$ cat src/rtl/bch_syn_pkg.sv
package bch_syn_pkg;

    localparam int GF_M    = 6;
    localparam int GF_ORD  = 63;
    localparam int NUM_SYN = 10;
    localparam int NUM_GRP = 5;
    localparam logic [GF_M-1:0] GF_LOW = 6'b000011;

    typedef enum logic [1:0] {
        ST_IDLE,
        ST_COLLECT,
        ST_DONE
    } syn_state_t;

    function automatic logic [GF_M-1:0] gf_times_alpha(input logic [GF_M-1:0] a);
        return {a[GF_M-2:0], 1'b0} ^ (a[GF_M-1] ? GF_LOW : '0);
    endfunction

    function automatic logic [GF_M-1:0] gf_alpha_pow(input int e);
        logic [GF_M-1:0] a;
        a = 6'd1;
        for (int i = 0; i < GF_ORD; i++) begin
            if (i < (e % GF_ORD)) a = gf_times_alpha(a);
        end
        return a;
    endfunction

    function automatic logic [GF_M-1:0] gf_mul(input logic [GF_M-1:0] a,
                                               input logic [GF_M-1:0] b);
        logic [GF_M-1:0] acc;
        logic [GF_M-1:0] x;
        acc = '0;
        x   = a;
        for (int i = 0; i < GF_M; i++) begin
            if (b[i]) acc = acc ^ x;
            x = gf_times_alpha(x);
        end
        return acc;
    endfunction

endpackage

$ cat src/rtl/bch_rem_lfsr.sv
module bch_rem_lfsr
    import bch_syn_pkg::*;
#(
    parameter int              DEG  = 6,
    parameter logic [GF_M-1:0] POLY = 6'b000011
) (
    input  logic            clk,
    input  logic            rst_n,
    input  logic            clr,
    input  logic            shift,
    input  logic            din,
    output logic [GF_M-1:0] rem
);

    logic [DEG-1:0] r_q;
    logic [DEG-1:0] r_nxt;

    always_comb begin
        r_nxt = {r_q[DEG-2:0], din} ^ (r_q[DEG-1] ? POLY[DEG-1:0] : '0);
    end

    always_ff @(posedge clk) begin
        if (!rst_n)     r_q <= '0;
        else if (clr)   r_q <= '0;
        else if (shift) r_q <= r_nxt;
    end

    always_comb begin
        rem          = '0;
        rem[DEG-1:0] = r_q;
    end

    // a clear leaves an empty remainder in the next cycle
    assert_rem_clear_R2: assert property (@(posedge clk) disable iff (!rst_n)
        clr |=> (rem == '0));

endmodule

$ cat src/rtl/bch_syn_eval.sv
module bch_syn_eval
    import bch_syn_pkg::*;
#(
    parameter int POWER = 1
) (
    input  logic [GF_M-1:0] rem,
    output logic [GF_M-1:0] syn
);

    always_comb begin
        syn = '0;
        for (int k = 0; k < GF_M; k++) begin
            if (rem[k]) syn = syn ^ gf_alpha_pow((POWER * k) % GF_ORD);
        end
    end

endmodule

$ cat src/rtl/bch_syndrome.sv
module bch_syndrome
    import bch_syn_pkg::*;
#(
    parameter int CODE_LEN = 63
) (
    input  logic                      clk,
    input  logic                      rst_n,
    input  logic                      start,
    input  logic                      bit_valid,
    input  logic                      bit_in,
    output logic [NUM_SYN*GF_M-1:0]   syndromes,
    output logic                      no_error,
    output logic                      done,
    output logic [CODE_LEN-1:0]       rx_word
);

    localparam int CNT_W = $clog2(CODE_LEN);
    localparam logic [CNT_W-1:0] LAST = CNT_W'(CODE_LEN - 1);

    localparam int GRP_DEG [NUM_GRP] = '{6, 6, 6, 6, 3};
    localparam logic [GF_M-1:0] GRP_POLY [NUM_GRP] =
        '{6'b000011, 6'b010111, 6'b100111, 6'b001001, 6'b000101};
    localparam int SYN_GRP [NUM_SYN] = '{0, 0, 1, 0, 2, 1, 3, 0, 4, 2};

    syn_state_t       state_q, state_nxt;
    logic [CNT_W-1:0] cnt_q;
    logic             accept;
    logic [GF_M-1:0]  rem [NUM_GRP];

    assign accept = (state_q == ST_COLLECT) && bit_valid && !start;

    always_comb begin
        state_nxt = state_q;
        unique case (state_q)
            ST_IDLE:    if (start) state_nxt = ST_COLLECT;
            ST_COLLECT: begin
                if (start)                          state_nxt = ST_COLLECT;
                else if (accept && cnt_q == LAST)   state_nxt = ST_DONE;
            end
            ST_DONE:    if (start) state_nxt = ST_COLLECT;
            default:    state_nxt = ST_IDLE;
        endcase
    end

    always_ff @(posedge clk) begin
        if (!rst_n) state_q <= ST_IDLE;
        else        state_q <= state_nxt;
    end

    always_ff @(posedge clk) begin
        if (!rst_n) begin
            done <= 1'b0;
        end else begin
            done <= (state_nxt == ST_DONE);
        end
    end

    always_ff @(posedge clk) begin
        if (!rst_n) begin
            cnt_q   <= '0;
            rx_word <= '0;
        end else if (start) begin
            cnt_q   <= '0;
            rx_word <= '0;
        end else if (accept) begin
            cnt_q   <= cnt_q + 1'b1;
            rx_word <= {rx_word[CODE_LEN-2:0], bit_in};
        end
    end

    for (genvar g = 0; g < NUM_GRP; g++) begin : g_rem
        bch_rem_lfsr #(
            .DEG  (GRP_DEG[g]),
            .POLY (GRP_POLY[g])
        ) u_rem (
            .clk   (clk),
            .rst_n (rst_n),
            .clr   (start),
            .shift (accept),
            .din   (bit_in),
            .rem   (rem[g])
        );
    end

    for (genvar i = 0; i < NUM_SYN; i++) begin : g_syn
        bch_syn_eval #(
            .POWER (i + 1)
        ) u_eval (
            .rem (rem[SYN_GRP[i]]),
            .syn (syndromes[GF_M*i +: GF_M])
        );
    end

    always_comb begin
        no_error = done && (syndromes == '0);
    end

    // completion follows an accepted bit
    assert_done_after_bit_R3: assert property (@(posedge clk) disable iff (!rst_n)
        $rose(done) |-> $past(accept));

    // start drops completion and empties the buffer
    assert_start_clears_R2: assert property (@(posedge clk) disable iff (!rst_n)
        start |=> (!done && rx_word == '0));

    // outside collection the results hold
    assert_hold_outside_R7: assert property (@(posedge clk) disable iff (!rst_n)
        (!start && state_q != ST_COLLECT) |=> ($stable(rx_word) && $stable(syndromes)));

    // even syndromes are squares of the lower ones over GF(2^6)
    assert_conjugates_R4: assert property (@(posedge clk) disable iff (!rst_n)
        done |-> (syndromes[11:6]  == gf_mul(syndromes[5:0],   syndromes[5:0])   &&
                  syndromes[23:18] == gf_mul(syndromes[11:6],  syndromes[11:6])  &&
                  syndromes[35:30] == gf_mul(syndromes[17:12], syndromes[17:12]) &&
                  syndromes[47:42] == gf_mul(syndromes[23:18], syndromes[23:18]) &&
                  syndromes[59:54] == gf_mul(syndromes[29:24], syndromes[29:24])));

    // a clean flag only with a finished word
    assert_clean_needs_done_R5: assert property (@(posedge clk) disable iff (!rst_n)
        no_error |-> done);

endmodule

$ cat config.mk
export PLATFORM = sky130hd
export DESIGN_NAME = bch_syndrome
export DESIGN_NICKNAME = d
export VERILOG_FILES = /design/src/rtl/bch_syn_pkg.sv /design/src/rtl/bch_rem_lfsr.sv /design/src/rtl/bch_syn_eval.sv /design/src/rtl/bch_syndrome.sv
export SDC_FILE = /design/constraint.sdc
export NUM_CORES = 1
export LEC_CHECK = 0
export ABC_AREA = 1
export BUFFER_PORTS_ARGS = -buffer_cell sky130_fd_sc_hd__buf_2
export CORE_ASPECT_RATIO = 1.75
export CORE_UTILIZATION = 39
export DETAILED_ROUTE_END_ITERATION = 8
export SETUP_SLACK_MARGIN = 0.5
export SYNTH_ARGS = -nofsm -noshare
export SYNTH_HDL_FRONTEND = slang
export SYNTH_SLANG_ARGS = --single-unit
$ cat constraint.sdc
create_clock -name clk -period 4.3 [get_ports clk]
set_input_delay 0.43 -clock clk [delete_from_list [all_inputs] [get_ports clk]]
set_output_delay 0.43 -clock clk [all_outputs]
set_load 0.01 [all_outputs]
# Yosys cells after proc, flatten, opt, wreduce, memory -nomap -nowiden
# Index checks and enable logic that the tools add are counted.
[totals] inputBits=5 ff_bits=99 word_cells=1569
[classes] add_sub_neg=1 n_reduce_logical=9 n_bitwise=523 n_mux=1023 n_eq_ne=4
[op_table] op="2-to-1 mux 6 bit" count=540
[op_table] op="bitwise XOR 6 bit" count=505
[op_table] op="2-to-1 mux 2 bit" count=474
[op_table] op="bitwise XOR 6 x 2 -> 6 bit" count=11
[op_table] op="logical NOT 60 bit" count=1
[op_table] op="bitwise XOR 1 x 6 -> 6 bit" count=5
[op_table] op="adder 6 x 1 -> 6 bit, second input constant" count=1
[op_table] op="equality test 6 bit, second input constant" count=1
[op_table] op="2-to-1 mux 1 bit" count=5
[op_table] op="2-to-1 mux 5 bit" count=1
[op_table] op="equality test 2 bit, second input constant" count=2
[op_table] op="logical AND 1 bit" count=4
[op_table] op="2-to-1 mux 4 bit" count=1
[op_table] op="case mux 2 bit (2 select lines)" count=1
[op_table] op="OR reduction 2 bit" count=2
[op_table] op="2-to-1 mux 3 bit" count=1
[op_table] op="bitwise XOR 3 bit" count=1
[op_table] op="equality test 2 x 1 -> 1 bit, second input constant" count=1
[op_table] op="logical NOT 2 bit" count=1
[op_table] op="logical NOT 1 bit" count=1
[op_table] op="inverter 1 bit" count=1

# Depth between registers and ports, before layout
[depth] word_depth=152 mapped_depth=13 ltp_nobuf=13

# Hierarchy
# Synthesis repeated with hierarchy kept, for this count alone.
[hier_totals] cells_unflattened=871 area_unflattened_um2=5521.5
[modules_own_cells] module="bch_syndrome" cells_per_inst=418 instances=1 seq_area_each_um2=1441.4 area_per_inst_um2=3026.7
[modules_own_cells] module="bch_rem_lfsr (g_rem[0].u_rem ...)" cells_per_inst=43 instances=2 seq_area_each_um2=120.1 area_per_inst_um2=291.5
[modules_own_cells] module="bch_rem_lfsr (g_rem[1].u_rem)" cells_per_inst=51 instances=1 seq_area_each_um2=120.1 area_per_inst_um2=311.5
[modules_own_cells] module="bch_rem_lfsr (g_rem[2].u_rem)" cells_per_inst=47 instances=1 seq_area_each_um2=120.1 area_per_inst_um2=299.0
[modules_own_cells] module="bch_rem_lfsr (g_rem[4].u_rem)" cells_per_inst=27 instances=1 seq_area_each_um2=60.1 area_per_inst_um2=171.4
[modules_own_cells] module="bch_syn_eval (g_syn[8].u_eval)" cells_per_inst=35 instances=1 seq_area_each_um2=0.0 area_per_inst_um2=148.9
[modules_own_cells] module="bch_syn_eval (g_syn[5].u_eval)" cells_per_inst=28 instances=1 seq_area_each_um2=0.0 area_per_inst_um2=143.9
[modules_own_cells] module="bch_syn_eval (g_syn[6].u_eval)" cells_per_inst=35 instances=1 seq_area_each_um2=0.0 area_per_inst_um2=143.9
[modules_own_cells] module="bch_syn_eval (g_syn[9].u_eval)" cells_per_inst=28 instances=1 seq_area_each_um2=0.0 area_per_inst_um2=126.4
[modules_own_cells] module="bch_syn_eval (g_syn[3].u_eval)" cells_per_inst=28 instances=1 seq_area_each_um2=0.0 area_per_inst_um2=120.1
[modules_own_cells] module="bch_syn_eval (g_syn[4].u_eval)" cells_per_inst=21 instances=1 seq_area_each_um2=0.0 area_per_inst_um2=116.4
[modules_own_cells] module="bch_syn_eval (g_syn[7].u_eval)" cells_per_inst=21 instances=1 seq_area_each_um2=0.0 area_per_inst_um2=106.4
[modules_own_cells] module="bch_syn_eval (g_syn[2].u_eval)" cells_per_inst=22 instances=1 seq_area_each_um2=0.0 area_per_inst_um2=100.1
[modules_own_cells] module="bch_syn_eval (g_syn[1].u_eval)" cells_per_inst=18 instances=1 seq_area_each_um2=0.0 area_per_inst_um2=78.8
[modules_own_cells] module="bch_syn_eval (g_syn[0].u_eval)" cells_per_inst=6 instances=1 seq_area_each_um2=0.0 area_per_inst_um2=45.0

# Worst setup path before layout
# Ideal clock, no wire load.
[synth_timing] path_kind="reg-to-output" from="register g_rem[0].u_rem.r_q[4]" to="output port no_error" required_ns=3.870 path_buffers=0 stages_incl_launch_ff=14 path_slack_ns=2.024 arrival_time_ns=1.846 path_cell_list="dfxtp_1 > inv_1 > ha_1 > inv_1 > ha_1 > inv_1 > nand2_1 > nor2_1 > nand2_1 > nor2_1 > nand2_1 > nor2_1 > nand2_1 > nor2_1"
[synth_between] elab_chain_len=5
[synth_lines] item="start, declared" line="bch_rem_lfsr.sv:15" source="logic [DEG-1:0] r_q;"
[synth_lines] item="start signal, assigned" line="bch_rem_lfsr.sv:25" source="else if (shift) r_q <= r_nxt;"
[synth_lines] item="2-to-1 mux 6 bit (*)" line="bch_syn_eval.sv:13" source="if (rem[k]) syn = syn ^ gf_alpha_pow((POWER * k) % GF_ORD);"
[synth_lines] item="bitwise XOR 6 bit" line="bch_syn_eval.sv:13"
[synth_lines] item="2-to-1 mux 6 bit (*)" line="bch_syn_eval.sv:13"
[synth_lines] item="net syndromes[8]" line="bch_syndrome.sv:11" source="output logic [NUM_SYN*GF_M-1:0] syndromes,"
[synth_lines] item="logical NOT 60 bit (*)" line="bch_syndrome.sv:95" source="no_error = done && (syndromes == '0);"
[synth_lines] item="logical AND 1 bit (*)" line="bch_syndrome.sv:95"
[synth_lines] item="end, declared" line="bch_syndrome.sv:12" source="output logic no_error,"
# The timed path passes the listed nets; every way through them passes the cells marked *.

# Worst setup path after layout
[layout_timing] from="register g_rem[0].u_rem.r_q[4]" to="output port no_error"
[layout_between] elab_chain_len=5
[layout_lines] item="2-to-1 mux 6 bit" line="bch_syn_eval.sv:13"
[layout_lines] item="bitwise XOR 6 bit" line="bch_syn_eval.sv:13"
[layout_lines] item="2-to-1 mux 6 bit" line="bch_syn_eval.sv:13"
[layout_lines] item="logical NOT 60 bit (*)" line="bch_syndrome.sv:95"
[layout_lines] item="logical AND 1 bit (*)" line="bch_syndrome.sv:95"
# Every way passes the cells marked *; elsewhere a longest branch is shown, timed or not.

==> metrics.txt <==
input/output buffers between 100 and 150; Worst Path Buf+Inv 4; DPL Wire Length 8000 µm; Setup CP Type reg -> out; Post-Syn Area per Cell 7.84 µm²; Wirelength per Cell between 10 and 15 µm; post-synthesis sequential area ratio between 40 and 50%; via count a little over 4000; Synth top area share between 40% and 50%; Pwr Density 348 nW/µm²; Synth Area in XOR/XNOR 2.00%; critical path, cell by cell inv_1 > ha_1 > inv_1 > ha_1 > inv_1 > nand2_1 > nor2_1 > nand2_1 > nor2_1 > nand2_1 > nor2_1 > nand2_1 > nor2_1 > buf_2; Yosys top cell by area dfxtp_1; metal3 WL between 400 and 500 µm; CP arrival 2300 ps; post-DR vias/cell between 4 and 5; # nets final around 720; initial antenna violation count 0; post-synthesis mux area share 0%; n_diodes 0; Simple-Gate Fraction of Synth Area between 15 and 20%; Rows 53; Tmin final 2730 ps; largest family of logic cells by synthesized area compound AO/OA/AOI/OAI gates; clk_skew 7.70 ps; final core utilization between 40% and 50%; Reg-to-Reg Start state_q[1]; worst-skew pair later-pin latency 340 ps; die area approximately 13000 µm²; crit-path max FO 6; vias in the first global route between 3000 and 4000; RSZ-0062 raised after global routing false; worst-margin pin slew slightly below 1000 ps; Worst Slack Setup Final 1570 ps; Top delay family on crit path adder cells; Power, Total slightly below 0.002 W; status complete, no violations; Setup crit end kind primary output; GRT Resource Usage Total roughly 18%; Syn Nets around 630; CTS tree done; Worst IR Drop VDD approximately 0.18 mV; Synth Area in Adders between 4 and 5%; WHS between 400 and 500 ps; Max clock buf depth 2; setup violators final 0; CTS Buf Count 9; H-tree depth reported by CTS 3; EDFF count, synth 0; Worst Setup SP g_rem[0].u_rem.rem[4]; Clock Root Buffer clkbuf_16; wl on met1 4520 µm; clk slew on worst S/H paths roughly 70 ps; grt ovf 0; warnings from Yosys 0; Critical Path Source Type flip-flop; ANT nets after route 0; Hold Startpoint rst_n; Peak Freq approximately 370 MHz; met2 WL between 6000 and 7000 µm; Yosys reg bits 99; max-cap viol count 0; Die H roughly 150 µm; drt total wl 11300 µm; Die W ~86 µm; Hold Path Class in -> reg; I/O Pins 130; top post-synthesis cells by area dfxtp_1, a211oi_2, nand2_1; Post-Place Setup Slack slightly below 2000 ps; Final Hold Fails 0; pin count of the biggest net entering global routing 64; Area Growth Syn to Fin 16.1%; top sig layer met4; post-synthesis compound-gate area fraction between 20% and 30%; number of unique standard cell types used by synthesis 24; Starting Density about two fifths; Leakage Power between 2 and 3 nW; CP max stage delay between 400 and 500 ps; relative slew slack approximately a third; Mapped Cells 613; Initial DRC Count 183; commonest non-fill, non-tap cell in the layout buf_2; DRT Pass-1 Iters 4; CP max-delay cell dfxtp_1; Mapped Area 4810 µm²; CTS Hold Bufs 0; routability cong. 0.837; Sinks on Clock Net 99; most frequent cells in the layout buf_2, dfxtp_1, nand2_1; ys async rst share 0%; Setup Buffers After CTS 0; Top FF cell, synth dfxtp_1; share of cells above drive strength 1 a little over a quarter; fin crit share 63.4%; Post-route DRC 0; WP data required 3870 ps; floorplan core area approximately 12000 µm²; global-route wire length before repair 17800 µm; Slew Limit Fails 0; Setup TNS 0 ps; CTS-repair resized insts 0
flip-flops by register name, indices dropped and copies added (netlist names):
register	count
rx_word	63
g_rem.u_rem.r_q	3
state_q	2
done	1
cnt_q	6
g_rem.u_rem.rem	24
metrics by stage:
step / instances / cell area [µm²]
floorplan: 613 / 4810
global placement: 849 / 5280
global route: 865 / 5580
CTS: 865 / 5580
finish: 865 / 5580
detailed placement: 849 / 5280
worst paths after layout:
path | to | slack, ps | depth (start not counted)
setup / recovery | no_error | 1570 | 14
hold / removal | state_q[0] | 400 | 3
setup reg to reg | g_rem[3].u_rem.rem[3] | 2200 | 5
hold reg to reg | g_rem[4].u_rem.r_q[0] | 490 | 2
worst min-delay path, stage by stage:
cell	delay, ps
buf_2	70
inv_1	90
a21oi_1	120
layer usage:
layer | vias to the layer above | track usage [%]
met3 | 18 | 3.38
met4 | 0 | 7.42
li1 | 2123 | -
met5 | - | 0
met2 | 118 | 34.2
met1 | 1884 | 17.8
final cells by class:
type	instances	area, µm²
repair buffers	131	663
flip-flops and latches	99	1980
multi-input cells	368	2100
well taps	165	206
fillers	1194	6420
clock buffers	10	229
inverters	86	323
clock inverters	6	72.6
power breakdown:
part	switching (W)	internal [W]	total, W
sequential	0.0000134	0.000932	0.000945
combinational	0.000115	0.0000583	0.000174
clock	0.000365	0.000458	0.000822
total	0.000493	0.00145	0.00194
cell usage after synthesis (7+ instances only):
cell and instances:
ha_1 16, buf_4 36, buf_2 13, inv_1 82
clkbuf_1 7, o21ai_0 44, nor2_1 51, a211oi_2 33
o21ai_1 18, nand2_1 94, xor2_1 8, a21oi_1 66
dfxtp_1 99, nand3_1 24
cells by family after synthesis:
group,count (synthesis)
and+or+nand+nor,179
buffers and inverters,146
xor gates and xnor gates,11
adders and majority gates,16
AOI/OAI and AO/OA,161
other,1
DFF,99
No activity file was read; power rests on OpenSTA's default activity.
